[src/rtl/bsz_pkg.sv]
package bsz_pkg;

  localparam int DATA_W = 32;
  localparam int LANES  = DATA_W / 8;
  localparam int CNT_W  = 3;

  // length code to byte count: 00 stands for a full word
  function automatic logic [CNT_W-1:0] code_to_count(input logic [1:0] code);
    return (code == 2'b00) ? CNT_W'(4) : {1'b0, code};
  endfunction

  function automatic logic [1:0] count_to_code(input logic [CNT_W-1:0] cnt);
    return cnt[1:0];
  endfunction

  // active-low response to port width in bytes, 0 while waiting
  function automatic logic [CNT_W-1:0] ack_to_width(input logic [1:0] ack);
    case (ack)
      2'b10:   return CNT_W'(1);
      2'b01:   return CNT_W'(2);
      2'b00:   return CNT_W'(4);
      default: return CNT_W'(0);
    endcase
  endfunction

  // byte driven on lane p so that 8-, 16- and 32-bit ports all see their byte
  function automatic logic [7:0] steer_byte(input int p, input logic [1:0] alo,
                                            input logic [CNT_W-1:0] rem,
                                            input logic [DATA_W-1:0] opnd);
    int k;
    int idx;
    if (p >= int'(alo))            k = p - int'(alo);
    else if (p == 1 && !alo[0])    k = 1;
    else                           k = 0;
    idx = int'(rem) - 1 - k;
    if (idx < 0) return 8'h00;
    return opnd[8*idx +: 8];
  endfunction

endpackage

[src/rtl/bsz_accept_calc.sv]
module bsz_accept_calc
  import bsz_pkg::*;
(
  input  logic [1:0]       addr_lo,
  input  logic [CNT_W-1:0] remain,
  input  logic [CNT_W-1:0] width,
  output logic [CNT_W-1:0] taken,
  output logic [1:0]       lane_start
);
  logic [1:0]       offset;
  logic [CNT_W-1:0] room;

  always_comb begin
    case (width)
      CNT_W'(4): offset = addr_lo;
      CNT_W'(2): offset = {1'b0, addr_lo[0]};
      default:   offset = 2'b00;
    endcase
    room       = width - {1'b0, offset};
    taken      = (width == '0) ? '0 : ((room < remain) ? room : remain);
    lane_start = offset;
  end
endmodule

[src/rtl/bsz_write_steer.sv]
module bsz_write_steer
  import bsz_pkg::*;
(
  input  logic [1:0]        addr_lo,
  input  logic [CNT_W-1:0]  remain,
  input  logic [DATA_W-1:0] operand,
  output logic [DATA_W-1:0] lanes
);
  for (genvar p = 0; p < LANES; p++) begin : g_lane
    assign lanes[DATA_W-1-8*p -: 8] = steer_byte(p, addr_lo, remain, operand);
  end
endmodule

[src/rtl/bsz_read_merge.sv]
module bsz_read_merge
  import bsz_pkg::*;
(
  input  logic [DATA_W-1:0] partial,
  input  logic [DATA_W-1:0] bus_lanes,
  input  logic [1:0]        lane_start,
  input  logic [CNT_W-1:0]  taken,
  input  logic [CNT_W-1:0]  remain,
  output logic [DATA_W-1:0] merged
);
  always_comb begin
    merged = partial;
    for (int k = 0; k < LANES; k++) begin
      if (k < int'(taken)) begin
        merged[8*(int'(remain)-1-k) +: 8] =
          bus_lanes[DATA_W-1-8*(int'(lane_start)+k) -: 8];
      end
    end
  end
endmodule

[src/rtl/bus_sizer.sv]
module bus_sizer
  import bsz_pkg::*;
#(
  parameter int ADDR_W = 32
) (
  input  logic              clk,
  input  logic              rst,
  input  logic              req_valid,
  input  logic              req_write,
  input  logic [ADDR_W-1:0] req_addr,
  input  logic [1:0]        req_size,
  input  logic [DATA_W-1:0] req_wdata,
  input  logic [1:0]        ack_n,
  input  logic [DATA_W-1:0] bus_rdata,
  output logic              bus_active,
  output logic              cyc_start,
  output logic              op_start,
  output logic              bus_read,
  output logic [ADDR_W-1:0] bus_addr,
  output logic [1:0]        bus_siz,
  output logic [DATA_W-1:0] bus_wdata,
  output logic              done,
  output logic [DATA_W-1:0] rdata
);
  logic              active_q, cyc_q, op_q, done_q, wr_q;
  logic [ADDR_W-1:0] addr_q;
  logic [CNT_W-1:0]  rem_q;
  logic [DATA_W-1:0] opnd_q, wdata_q, part_q, rdata_q;

  logic [CNT_W-1:0]  width, taken, next_rem, steer_rem;
  logic [1:0]        lane_start, steer_alo;
  logic [ADDR_W-1:0] next_addr;
  logic [DATA_W-1:0] merged, steered, steer_opnd;
  logic              take;

  assign width     = ack_to_width(ack_n);
  assign take      = active_q && !cyc_q && (width != '0);
  assign next_rem  = rem_q - taken;
  assign next_addr = addr_q + {{(ADDR_W-CNT_W){1'b0}}, taken};

  bsz_accept_calc u_calc (
    .addr_lo    (addr_q[1:0]),
    .remain     (rem_q),
    .width      (width),
    .taken      (taken),
    .lane_start (lane_start)
  );

  bsz_read_merge u_merge (
    .partial    (part_q),
    .bus_lanes  (bus_rdata),
    .lane_start (lane_start),
    .taken      (taken),
    .remain     (rem_q),
    .merged     (merged)
  );

  // one steering network serves both the opening cycle and follow-on cycles
  assign steer_alo  = active_q ? next_addr[1:0] : req_addr[1:0];
  assign steer_rem  = active_q ? next_rem : code_to_count(req_size);
  assign steer_opnd = active_q ? opnd_q : req_wdata;

  bsz_write_steer u_steer (
    .addr_lo (steer_alo),
    .remain  (steer_rem),
    .operand (steer_opnd),
    .lanes   (steered)
  );

  always_ff @(posedge clk) begin
    if (rst) begin
      active_q <= 1'b0;
      cyc_q    <= 1'b0;
      op_q     <= 1'b0;
      done_q   <= 1'b0;
      wr_q     <= 1'b0;
      addr_q   <= '0;
      rem_q    <= '0;
      opnd_q   <= '0;
      wdata_q  <= '0;
      part_q   <= '0;
      rdata_q  <= '0;
    end else begin
      cyc_q  <= 1'b0;
      op_q   <= 1'b0;
      done_q <= 1'b0;
      if (!active_q) begin
        if (req_valid) begin
          active_q <= 1'b1;
          cyc_q    <= 1'b1;
          op_q     <= 1'b1;
          wr_q     <= req_write;
          addr_q   <= req_addr;
          rem_q    <= code_to_count(req_size);
          opnd_q   <= req_wdata;
          wdata_q  <= steered;
          part_q   <= '0;
        end
      end else if (take) begin
        if (!wr_q) part_q <= merged;
        if (next_rem == '0) begin
          active_q <= 1'b0;
          done_q   <= 1'b1;
          if (!wr_q) rdata_q <= merged;
        end else begin
          cyc_q   <= 1'b1;
          addr_q  <= next_addr;
          rem_q   <= next_rem;
          wdata_q <= steered;
        end
      end
    end
  end

  assign bus_active = active_q;
  assign cyc_start  = cyc_q;
  assign op_start   = op_q;
  assign bus_read   = !wr_q;
  assign bus_addr   = addr_q;
  assign bus_siz    = count_to_code(rem_q);
  assign bus_wdata  = wdata_q;
  assign done       = done_q;
  assign rdata      = rdata_q;
endmodule

[config.mk]
export PLATFORM = sky130hd
export DESIGN_NAME = bus_sizer
export DESIGN_NICKNAME = d
export VERILOG_FILES = /design/src/rtl/bsz_pkg.sv /design/src/rtl/bsz_accept_calc.sv /design/src/rtl/bsz_write_steer.sv /design/src/rtl/bsz_read_merge.sv /design/src/rtl/bus_sizer.sv
export SDC_FILE = /design/constraint.sdc
export NUM_CORES = 1
export LEC_CHECK = 0
export ABC_AREA = 0
export ABC_CLOCK_PERIOD_IN_PS = 8300
export CAP_MARGIN = 10
export CORE_MARGIN = 2
export CORE_UTILIZATION = 55
export DETAILED_ROUTE_END_ITERATION = 12
export HOLD_SLACK_MARGIN = 0.05
export PLACE_DENSITY_LB_ADDON = 0.1
export SETUP_SLACK_MARGIN = 0.3
export SYNTH_ARGS = -nofsm -noshare
export SYNTH_HDL_FRONTEND = slang
export SYNTH_SLANG_ARGS = --single-unit
[constraint.sdc]
create_clock -name clk -period 8.3 [get_ports clk]
set_clock_uncertainty 0.2 [all_clocks]
set_input_delay 0.83 -clock clk [delete_from_list [all_inputs] [get_ports clk]]
set_output_delay 0.83 -clock clk [all_outputs]
set_load 0.005 [all_outputs]
==> After elaboration in Yosys (flattened, before gate mapping) <==
Cells that the tools add are included.
{ "word_totals": {"mem_bits_ro": 0, "input_bits": 104, "word_cells": 147, "out_inout_bits": 103, "latchBits": 0, "ramBits": 0, "register_bits": 168, "memories": 0} }
{ "classes": {"bitwise_logic": 3, "reduce_logical": 16, "mul": 0, "eq_ne": 7, "n_lt_le_gt_ge": 12, "n_div": 0, "shift": 16, "n_addsub": 27, "mux": 55} }
{ "op_table": {"columns": ["op", "n"], "rows": [
  ["$mux 32", 20],
  ["$shiftx 39x32->8", 4],
  ["$neg 32->33", 4],
  ["$shift 8x33->32 const A", 4],
  ["$shiftx 8x33->32", 4],
  ["$bwmux 32", 4],
  ["$lt 32x1->1 const B", 4],
  ["$shiftx 32x32->8", 4],
  ["$sub 4x32->32", 3],
  ["$sub 6x32->32 const A", 3],
  ["$mux 8", 8],
  ["$sub 29x3->29 const B", 2],
  ["$add 32x3->32", 1],
  ["$sub 29x2->29 const B", 1],
  ["$mux 3", 8],
  ["$mux 1", 12],
  ["$pmux 3 s3", 1],
  ["$sub 3x1->4 const B", 2],
  ["$add 2x2->3 const B", 2],
  ["$logic_not 3->1", 2],
  ["$lt 1x3->1 const A", 2],
  ["$lt 2x3->1 const A", 2],
  ["$reduce_and 3->1", 2],
  ["$sub 1x2->3 const A", 2],
  ["other kinds (27)", 35]
]} }

==> Longest topological paths before layout <==
Gate-level depths: netlist of the first run.
{ "logic_depth": {"ltp_word": 19, "mapped_depth": 28, "depth_no_buf": 25} }

==> Modules after synthesis <==
A second synthesis of the first run with hierarchy kept.
{ "hier_totals": {"hier_cells": 1575, "hier_area_um2": 12809.8} }
{ "modules_own_cells": {"columns": ["module", "cells_per_inst", "area_each_um2", "instances", "seq_area_each_um2"], "rows": [
  ["bus_sizer", 921, 7348.3, 1, 3363.2],
  ["bsz_read_merge", 485, 3723.6, 1, 0.0],
  ["bsz_write_steer", 141, 1536.5, 1, 0.0],
  ["bsz_accept_calc", 28, 201.4, 1, 0.0]
]} }

==> Worst setup path before layout of the first run <==
No wires, ideal clock.
{ "synth_path": {"kind": "input-to-reg", "start": "in ack_n[1]", "end": "reg wdata_q[16], in the netlist bus_wdata[16]", "required_time_ns": 8.030, "stages": 25, "setup_slack_ns": 1.585, "n_path_buf": 3, "t_arrival_ns": 6.445, "setup_ns": 0.070, "cell_sequence": "buf_2 -> nor2b_1 -> inv_2 -> buf_2 -> ha_1 -> mux2_2 -> ha_1 -> nand2_1 -> o311ai_1 -> mux2_2 -> fa_1 -> mux2i_1 -> ha_1 -> inv_1 -> nand3_1 -> o21ai_1 -> nor2_1 -> inv_1 -> ha_1 -> a21o_1 -> fa_1 -> nand3b_1 -> or3_1 -> clkbuf_1 -> o2bb2ai_1"} }
{ "synth_via": {"elab_chain_cells": 19, "elab_cells_between_ends": 36, "classes_between": "add/sub: 6; order compare: 3; eq/ne: 6; shift: 1; mux: 14; reduce/logical: 6"} }
{ "synth_lines": {"columns": ["item", "line", "rtl"], "rows": [
  ["from (decl)", "bus_sizer.sv:13", "input logic [1:0] ack_n,"],
  ["$eq 2x1->1, or another cell as far along", "bsz_pkg.sv:18", "case (ack)"],
  ["$pmux 3 s3 (*)", "bsz_pkg.sv:18", null],
  ["$eq 3x2->1 or $eq 3x3->1 (tied branches)", "bsz_accept_calc.sv:14", "case (width)"],
  ["$pmux 2 s2", "bsz_accept_calc.sv:14", null],
  ["$sub 3x2->3", "bsz_accept_calc.sv:19", "room = width - {1'b0, offset};"],
  ["$lt 3x3->1", "bsz_accept_calc.sv:20", "taken = (width == '0) ? '0 : ((room < remain) ? room : remain);"],
  ["$mux 3 (2 in series)", "bsz_accept_calc.sv:20", null],
  ["$add 32x3->32", "bus_sizer.sv:39", "assign next_addr = addr_q + {{(ADDR_W-CNT_W){1'b0}}, taken};"],
  ["(+2 left out)", null, null],
  ["$mux 32", "bsz_pkg.sv:32", "if (p >= int'(alo)) k = p - int'(alo);"],
  ["$sub 4x32->32", "bsz_pkg.sv:35", "idx = int'(rem) - 1 - k;"],
  ["$lt 32x1->1", "bsz_pkg.sv:36", "if (idx < 0) return 8'h00;"],
  ["$mux 1", "bsz_pkg.sv:36", null],
  ["$mux 8", "bsz_pkg.sv:37", "return opnd[8*idx +: 8];"],
  ["$mux 32", "bus_sizer.sv:101", "if (next_rem == '0) begin"],
  ["$mux 32", "bus_sizer.sv:99", "end else if (take) begin"],
  ["$mux 32", "bus_sizer.sv:87", "if (!active_q) begin"],
  ["to (signal assigned)", "bus_sizer.sv:96", "wdata_q <= steered;"],
  ["to (signal assigned)", "bus_sizer.sv:109", "wdata_q <= steered;"],
  ["to (decl)", "bus_sizer.sv:28", "logic [DATA_W-1:0] opnd_q, wdata_q, part_q, rdata_q;"]
]} }
Every way passes the cells marked *; elsewhere a longest branch is shown, timed or not. The select of a mux whose other input is x is not followed.
A chain may end at the register's enable or synchronous reset.

==> Worst setup path in the final report of the first run <==
Ends and elaborated chain as after synthesis.

==> metrics.cfg, run 1 <==
[status]
status = finished clean

[global_route]
grt_pass1_wl_um = 65360
grt_max_degree = 68
grtUsageTotal = 0.3363
antenna_found_initial = 1
gr-total-overflow = 0
first_global_vias = 12190

[logic_synthesis]
synth-xor-area-share = 0.01148
synth_area_leaders = dfxtp_1 (27%), mux4_2 (6.6%), mux2i_1 (6.0%)
async_flop_share = 0
synth.most_common_cell = nand2_1
synth_top_family_by_area = compound AO/OA/AOI/OAI gates
yosys.area_share.simple = 0.1942
seq_area_frac_synth = 0.2661
synth-compound-area-share = 0.2599
avgSynthCellArea_um2 = 8.185
synth_mux_area_frac = 0.1475
synth_seq_cells = 168
synth-adder-area-share = 0.06098
synth-edff-count = 0
synthFlopType = dfxtp_1
synth_top_area_frac = 0.2661
synth_common_cells = nand2_1 (199), dfxtp_1 (168), nor2_1 (111)
synth_top_cell_by_area = dfxtp_1
synth_fp_nets = 1704
netlist_instances = 1544
ys_types = 80
mappedNetlistArea_um2 = 12640
ys_warn_count = 0

[worst_setup_path]
critPathMaxFanout = 11
start_kind = input port
r2r_cells = 22
r2r_end = bus_wdata[16]
rrSetupSlack_ns = 1.56
cp.arrival_ns = 7.39
crit_required_ns = 8.46
critPathKind = input port to flop
worstSetupEndpointType = flop
reg2reg_from = bus_addr[0]

[clock_tree]
insertion_delay_ns = 0.44
path_clk_slew_ns = 0.07
clock_path_buffers = 2
h-tree-depth = 4
cts_resized = 0
clock-sinks = 168
clock-root-buffer = clkbuf_16
cts_tree = built
postCtsHoldBufs = 0
cts_buffers = 17
post_cts_buffers = 0

[timing]
hold_viol_final = 0
worst_pin_slew_ns = 1.180
fmax_ghz = 0.1383
min_period_ns = 7.231
relSlewSlack = 0.2134
period_share = 0.8712
setup_violations = 0
slew_viol_final = 0
rsz0062_at_grt = false
setup_tns_ns = 0

[drt]
drt-initial-drc-count = 1089
first_pass_iters = 5
ant_nets = 0
via_count = 12840
wirelength_um = 41320
via_per_inst = 6.529
wire_per_inst_um = 21.01
drc_errors = 0

[die]
boundaryPins = 207
rows = 55
start_util = 0.5599
die-area_um2 = 24210
core-area_um2 = 22570
die_w_um = 155.6
die_h_um = 155.6

[placed_design]
dpl.hpwl_um = 30210
gp_congestion = 0.9417
portBuffers = 206
placed_cells = 1934

[cells_and_area]
final_nets = 1828
drive_gt1_frac = 0.08745
syn2layout_area_growth_pct = 20.82
fillers = 1916
stdcell_count = 1967

[flow_run]
drv_cap = 0

[worst_hold_path]
hold_path.startpoint = part_q[14]
hold_path_class = flop to flop
whs_path_depth = 2
hold_end = part_q[14]

[power]
irDropWorstVdd_v = 0.0001903
leakage_nw = 5.329
power.density_nw_per_um2 = 360.2

==> report_power, final <==
part | leakage, nW | total [mW] | switching [mW] | internal [mW]
registers | 1.37 | 1.14 | 0.166 | 0.974
logic | 3.69 | 3.59 | 2.17 | 1.42
clock network | 0.270 | 0.775 | 0.374 | 0.401
==> registers in the layout, indices dropped and copies added, names as in the netlist <==
register / flops
rem_q: 3
rdata: 32
bus_addr: 32
wr_q: 1
cyc_start: 1
done: 1
bus_active: 1
part_q: 32
opnd_q: 32
op_start: 1
bus_wdata: 32
==> through the flow <==
stage / instance area, um2 / utilization / hold WS [ns] / worst slack, ns / power [mW]
global placement: 14710 / 0.6518 / 0.2304 / 0.9965 / 4.592
detailed placement: 14710 / 0.6518 / 0.2369 / 0.7070 / 4.660
floorplan: 12640 / - / 0.2168 / 1.585 / 3.529
finish: 15270 / 0.6765 / 0.2543 / 1.069 / 5.499
CTS: 15270 / 0.6764 / 0.2541 / 1.137 / 5.447
global route: 15270 / 0.6764 / 0.2732 / 0.6272 / 5.857
==> worst max-delay path by stage <==
stage                          to      from  slack, ns
floorplan           bus_wdata[16]  ack_n[1]       1.58
global placement    bus_wdata[15]  ack_n[1]        1.0
detailed placement  bus_wdata[19]  ack_n[1]       0.71
CTS                 bus_wdata[16]  ack_n[1]       1.14
global route        bus_wdata[15]  ack_n[1]       0.63
finish              bus_wdata[16]  ack_n[1]       1.07
==> cells in the final DEF (no fill, tap or decap), types with 35 or more instances in the layout <==
master and n:
nor2_1 111, clkdlybuf4s50_1 205, o211ai_1 35, ha_1 48, nand2_1 199, o21ai_0 71, dfxtp_1 167, mux2i_1 76
inv_1 69, a21oi_1 95, mux4_2 37
==> cell type report <==
cell class,count,area [um2],share of cell area
antenna,1,2.502,0.0001639
clock buffer,19,442.9,0.02901
clock inverter,13,111.4,0.007293
inverter,72,270.3,0.01770
multi-input combinational,1188,8547,0.5597
sequential,168,3367,0.2205
tap,285,356.6,0.02335
timing repair buffer,221,2172,0.1422
==> per-layer routing <==
layer | vias up | track usage | routed length [um]
li1 | 6027 | - | -
met1 | 6119 | 0.4440 | 17430
met2 | 624 | 0.5601 | 19270
met3 | 72 | 0.06750 | 3528
met4 | 0 | 0.09786 | 1090
met5 | - | 0 | 0
==> worst max-delay path: stages <==
cell	delay (ns)
clkdlybuf4s50_1	0.67
o21bai_1	0.17
ha_1	0.21
mux2_2	0.35
ha_1	0.38
nand2_1	0.12
o311ai_1	0.35
mux2_2	0.49
fa_1	0.50
mux2i_1	0.21
ha_1	0.23
inv_1	0.09
nand3_1	0.08
o21ai_1	0.18
nor2_1	0.62
inv_1	0.15
ha_1	0.34
a21o_1	0.18
fa_1	0.45
nand3b_1	0.16
or3_1	0.45
o2bb2ai_1	0.19
==> logic make-up (layout without fill, tap and decap cells) <==
logic type / count (synthesis) / after routing
AND/OR/NAND/NOR: 513 / 513
adder cells (fa/ha/maj): 57 / 57
other: 0 / 1
flip-flops: 168 / 168
XOR/XNOR: 15 / 15
AO/OA/AOI/OAI: 466 / 466
multiplexers: 137 / 137
buffers and inverters: 188 / 325
Note: power is estimated with default switching activity, not from simulation.
==> run 2, diff against run 1 <==
CAP_MARGIN = not set   (was 10)
CTS_CLUSTER_DIAMETER = 50   (was not set)
==> results of run 2 <==
No change in the layout: final DEF, timing and power equal those of run 1.
